===== config.mk =====
export PLATFORM = sky130hd
export DESIGN_NAME = pack_order_net
export DESIGN_NICKNAME = d
export VERILOG_FILES = /design/src/rtl/pack_net_pkg.sv /design/src/rtl/pack_prefix_scan.sv /design/src/rtl/pack_shift_stage.sv /design/src/rtl/pack_order_net.sv
export SDC_FILE = /design/constraint.sdc
export NUM_CORES = 1
export LEC_CHECK = 0
export BUFFER_PORTS_ARGS = -buffer_cell sky130_fd_sc_hd__buf_2
export CAP_MARGIN = 20
export CORE_MARGIN = 2
export CORE_UTILIZATION = 46
export DETAILED_ROUTE_END_ITERATION = 12
export PLACE_DENSITY = 0.73
export SYNTH_ARGS = -nofsm -noshare
export SYNTH_HDL_FRONTEND = slang
export SYNTH_SLANG_ARGS = --single-unit
export TNS_END_PERCENT = 20

===== constraint.sdc =====
create_clock -name clk -period 0.8 [get_ports clk]
set_input_delay 0.08 -clock clk [delete_from_list [all_inputs] [get_ports clk]]
set_output_delay 0.08 -clock clk [all_outputs]
set_load 0.05 [all_outputs]

===== src/rtl/pack_net_pkg.sv =====
package pack_net_pkg;

   // Number of shift stages needed to cover displacements up to entries-1.
   function automatic int stage_count(input int entries);
      if (entries <= 2) return 1;
      return $clog2(entries);
   endfunction

endpackage


===== src/rtl/pack_prefix_scan.sv =====
// Exclusive prefix count of unflagged entries (Kogge-Stone style scan).
// disp_o[i] = number of unflagged entries with index below i.
module pack_prefix_scan #(
   parameter int ENTRIES = 8,
   parameter int DW      = 3
) (
   input  logic [ENTRIES-1:0]         flag_i,
   output logic [ENTRIES-1:0][DW-1:0] disp_o
);
   localparam int LEVELS = pack_net_pkg::stage_count(ENTRIES);

   if (ENTRIES < 2) begin : g_bad_entries
      $error("pack_prefix_scan: ENTRIES must be at least 2");
   end
   if ((1 << DW) < ENTRIES) begin : g_bad_dw
      $error("pack_prefix_scan: DW too narrow for ENTRIES");
   end

   logic [ENTRIES-1:0][DW-1:0] lvl [0:LEVELS];

   for (genvar i = 0; i < ENTRIES; i++) begin : g_seed
      if (i == 0) begin : g_first
         assign lvl[0][i] = '0;
      end else begin : g_rest
         assign lvl[0][i] = DW'(!flag_i[i-1]);
      end
   end

   for (genvar s = 0; s < LEVELS; s++) begin : g_level
      localparam int STRIDE = 1 << s;
      for (genvar i = 0; i < ENTRIES; i++) begin : g_node
         if (i >= STRIDE) begin : g_add
            assign lvl[s+1][i] = lvl[s][i] + lvl[s][i-STRIDE];
         end else begin : g_pass
            assign lvl[s+1][i] = lvl[s][i];
         end
      end
   end

   assign disp_o = lvl[LEVELS];

endmodule


===== src/rtl/pack_shift_stage.sv =====
// One routing stage: entries whose displacement has bit BIT set move down
// by 2**BIT positions; the others stay. Order-preserving compaction
// guarantees that no two entries compete for one position.
module pack_shift_stage #(
   parameter int ENTRIES = 8,
   parameter int CW      = 8,
   parameter int DW      = 3,
   parameter int BIT     = 0
) (
   input  logic [ENTRIES-1:0]         v_i,
   input  logic [ENTRIES-1:0][CW-1:0] cfg_i,
   input  logic [ENTRIES-1:0][DW-1:0] d_i,
   output logic [ENTRIES-1:0]         v_o,
   output logic [ENTRIES-1:0][CW-1:0] cfg_o,
   output logic [ENTRIES-1:0][DW-1:0] d_o
);
   localparam int STRIDE = 1 << BIT;

   if (BIT >= DW) begin : g_bad_bit
      $error("pack_shift_stage: BIT out of displacement range");
   end

   for (genvar j = 0; j < ENTRIES; j++) begin : g_pos
      logic stay;
      logic take_hi;
      assign stay = v_i[j] && !d_i[j][BIT];
      if (j + STRIDE < ENTRIES) begin : g_upper
         assign take_hi = v_i[j+STRIDE] && d_i[j+STRIDE][BIT];
      end else begin : g_top
         assign take_hi = 1'b0;
      end

      always_comb begin
         v_o[j]   = 1'b0;
         cfg_o[j] = '0;
         d_o[j]   = '0;
         if (take_hi) begin
            v_o[j]   = 1'b1;
            cfg_o[j] = cfg_i[(j+STRIDE) % ENTRIES];
            d_o[j]   = d_i[(j+STRIDE) % ENTRIES];
         end else if (stay) begin
            v_o[j]   = 1'b1;
            cfg_o[j] = cfg_i[j];
            d_o[j]   = d_i[j];
         end
      end
   end

endmodule


===== src/rtl/pack_order_net.sv =====
// Order-preserving compactor: SLOTS replica entries plus one branch entry
// (treated as newest) packed into SLOTS registered load slots.
module pack_order_net #(
   parameter int SLOTS = 7,
   parameter int CFG_W = 8
) (
   input  logic                        clk,
   input  logic                        rst_n,
   input  logic [SLOTS-1:0][CFG_W-1:0] act_cfg_i,
   input  logic [SLOTS-1:0]            act_flag_i,
   input  logic [CFG_W-1:0]            br_cfg_i,
   input  logic                        br_flag_i,
   output logic [SLOTS-1:0][CFG_W-1:0] load_cfg_o,
   output logic [SLOTS-1:0]            load_flag_o,
   output logic                        drop_o
);
   localparam int ENTRIES = SLOTS + 1;
   localparam int DW      = pack_net_pkg::stage_count(ENTRIES);
   localparam int LEVELS  = DW;

   if (SLOTS < 1) begin : g_bad_slots
      $error("pack_order_net: SLOTS must be at least 1");
   end
   if (CFG_W < 1) begin : g_bad_cfg
      $error("pack_order_net: CFG_W must be at least 1");
   end

   logic [ENTRIES-1:0]            in_flag;
   logic [ENTRIES-1:0][CFG_W-1:0] in_cfg;
   logic [ENTRIES-1:0][DW-1:0]    disp;

   // Branch occupies the highest input position: it is the newest candidate.
   assign in_flag = {br_flag_i, act_flag_i};

   for (genvar i = 0; i < ENTRIES; i++) begin : g_mask
      if (i < SLOTS) begin : g_act
         assign in_cfg[i] = act_flag_i[i] ? act_cfg_i[i] : '0;
      end else begin : g_br
         assign in_cfg[i] = br_flag_i ? br_cfg_i : '0;
      end
   end

   pack_prefix_scan #(
      .ENTRIES (ENTRIES),
      .DW      (DW)
   ) i_scan (
      .flag_i (in_flag),
      .disp_o (disp)
   );

   logic [ENTRIES-1:0]            st_v   [0:LEVELS];
   logic [ENTRIES-1:0][CFG_W-1:0] st_cfg [0:LEVELS];
   logic [ENTRIES-1:0][DW-1:0]    st_d   [0:LEVELS];

   assign st_v[0]   = in_flag;
   assign st_cfg[0] = in_cfg;
   assign st_d[0]   = disp;

   for (genvar s = 0; s < LEVELS; s++) begin : g_stage
      pack_shift_stage #(
         .ENTRIES (ENTRIES),
         .CW      (CFG_W),
         .DW      (DW),
         .BIT     (s)
      ) i_shift (
         .v_i   (st_v[s]),
         .cfg_i (st_cfg[s]),
         .d_i   (st_d[s]),
         .v_o   (st_v[s+1]),
         .cfg_o (st_cfg[s+1]),
         .d_o   (st_d[s+1])
      );
   end

   logic [SLOTS-1:0][CFG_W-1:0] nxt_cfg;
   logic [SLOTS-1:0]            nxt_flag;
   logic                        nxt_drop;

   assign nxt_flag = st_v[LEVELS][SLOTS-1:0];
   assign nxt_cfg  = st_cfg[LEVELS][SLOTS-1:0];
   // Only a full set of flags leaves an entry in the spare top position.
   assign nxt_drop = st_v[LEVELS][SLOTS];

   always_ff @(posedge clk or negedge rst_n) begin
      if (!rst_n) begin
         load_cfg_o  <= '0;
         load_flag_o <= '0;
         drop_o      <= 1'b0;
      end else begin
         load_cfg_o  <= nxt_cfg;
         load_flag_o <= nxt_flag;
         drop_o      <= nxt_drop;
      end
   end

endmodule


==> flow_summary.ini <==
[status]
violations = negative setup slack
status = complete, but fails checks

[floorplanning]
initial_core_util_pct = 46.83
rows = 35
die_w_um = 100.3
core_area_um2 = 9109
io-pin-count = 138
die_y_um = 100.3
die_area_um2 = 10060

[synth]
yosys_most_used_dff = dfrtp_1
syn-num-nets = 524
yosysSeqAreaShare_pct = 37.55
ys_types = 65
synth_warnings = 0
synthCells = 430
ys_ff_latch = 64
asyncSetResetFlopFracSynth_pct = 100.0
synth_area_um2 = 4265
synth_edf_count = 0
synth.avg_cell_area_um2 = 9.919

[drt]
vias_per_cell = 6.332
wl_met1_um = 6244
met3_wirelength_um = 1517
drc = 0
top_layer = met4
routed_wl_um = 17430
drt_first_iter_violations = 511
dr_total_vias = 4983
firstDrtPassIters = 5
antenna_left = 0
wl_met2_um = 8603
wire_per_inst_um = 22.15

[global_routing]
track_usage_pct = 33.40
overflow = 0
grt_max_degree = 65
grt_pass1_wl_um = 25620
antenna_found_initial = 0
grt_pass1_vias = 4793

[hold_path]
hp-class = input pin to flop
min_from = br_cfg_i[2]

[flow_run]
maxCapViolCount = 0

[power_and_ir_drop]
irDropWorstVdd_uv = 1059
p_leak_nw = 3.378
totalPowerFinal_w = 0.01878
powerDensity_nw_per_um2 = 2641

[sta]
final_max_slew_viol_count = 0
tightest_slew_ns = 0.5619
setup_viol = 128
grt_setup_unrepaired = true
slew_headroom_pct = 61.57
report.final.hold_viol_count = 0
period_share_pct = 297.2
fin_crit_ns = 2.378
setup_slack_ns = -1.578
fmax_mhz = 420.6

[clock_network]
cts_sinks = 64
root_buffer = clkbuf_8
cts_tree = built
numCtsBuffers = 9
path_clk_slew_ns = 0.08
htreeDepth = 3
cts.path.max_buffers = 2

[placed_design]
placed_cells = 751
pre_cts_ws_ns = -2.119
postPlaceCellArea_um2 = 5777
io_buffers = 137
dp_hpwl_um = 11870
gp_congestion = 0.9704

[setup_path]
startpoint = act_flag_i[1]
crit_path_start_kind = input pin
worstPathArrival_ns = 2.65
cp_max_fo = 5
cp-end-kind = flop
worstSetupPathType = input pin to flop
critPathRequiredTime_ns = 1.07

[finish]
stdcell_area_um2 = 7111
layout_common_cells = 93 x buf_4, 76 x buf_6, 70 x buf_2
drive_above_1_share_pct = 54.59
fin_cells = 787
seqCellArea_um2 = 1602
layout_commonest_cell = buf_4
diodes = 0
nets = 765
num-fill-cells = 571
synthToLayoutAreaGrowth_pct = 66.71
multi_input_area_um2 = 2975
-- cell families (layout without fill, tap and decap cells) --
logic type / after synthesis / after routing / synth area share (%)
buffers and inverters: 44 / 287 / 4.546
muxes: 29 / 31 / 7.011
DFF: 64 / 64 / 37.55
AOI/OAI and AO/OA: 146 / 147 / 27.66
xor gates and xnor gates: 4 / 4 / 1.349
adders and majority gates: 20 / 20 / 7.099
and+or+nand+nor: 123 / 123 / 14.78
-- synth_stat cells (9+ instances only) --
cell | count | area (um2)
a211o_1 | 10 | 87.58
a21o_1 | 9 | 67.56
a221oi_1 | 22 | 192.7
a22oi_1 | 15 | 112.6
buf_2 | 11 | 55.05
clkbuf_1 | 9 | 33.78
dfrtp_1 | 64 | 1602
ha_1 | 13 | 162.7
inv_1 | 19 | 71.32
mux2i_1 | 25 | 250.2
nand2_1 | 20 | 75.07
nand2b_1 | 12 | 75.07
nand3_1 | 15 | 75.07
nor2_1 | 40 | 150.1
o21ai_0 | 9 | 45.04
o22ai_1 | 15 | 93.84
-- critical path, cell delays in order --
cell	delay, ns
buf_8	0.08
inv_4	0.03
fa_2	0.57
inv_2	0.05
fa_2	0.33
inv_2	0.09
ha_4	0.13
xor3_2	0.30
a221o_1	0.45
o21ai_4	0.14
buf_12	0.18
mux2i_2	0.22
-- cell type report --
class / count / area share (%)
clock buffers: 10 / 1.936
clock inverters: 6 / 0.9502
multi-input cells: 325 / 41.84
well taps: 111 / 1.953
flip-flops and latches: 64 / 22.52
inverters: 20 / 1.126
repair buffers: 251 / 29.67
-- registers in the layout (all words and copies together), names as in the netlist --
register and count:
load_cfg_o 56, load_flag_o 7, drop_o 1
-- routing by layer --
layer / GRT usage [%] / vias up
met1: 40.47 / 2359
li1: - / 2120
met4: 15.38 / 0
met3: 5.780 / 113
met5: 0 / -
met2: 57.87 / 391
-- power by group --
group / internal [W] / switching, W
Clock: 0.00153 / 0.00141
Sequential: 0.00388 / 0.000337
Combinational: 0.00485 / 0.00677
-- repair_timing --
item,in CTS,in global routing
endpoints found under the hold margin,65,0
gates cloned,4,1
resized for setup,195,47
endpoints found under the setup margin,128,128
pin swaps,26,19
buffers inserted,7,6
hold buffers,2,0
-- per-stage QoR --
step	TNS (ns)	hold slack [ns]	util [%]
2_1_floorplan	-109.22	-0.2156	-
3_3_place_gp	-120.77	0.1076	63.42
3_5_place_dp	-124.04	0.1187	63.42
4_1_cts	-97.18	0.03856	75.25
5_1_grt	-102.56	0.06424	78.06
6_report	-97.26	0.06614	78.06
-- worst paths after layout --
kind / to / cells after the start
min in group asynchronous: load_cfg_o[33] / 3
setup / recovery: load_cfg_o[4] / 12
max in group asynchronous: load_cfg_o[9] / 3
hold / removal: load_cfg_o[26] / 4
No activity file was read; power rests on OpenSTA's default activity.
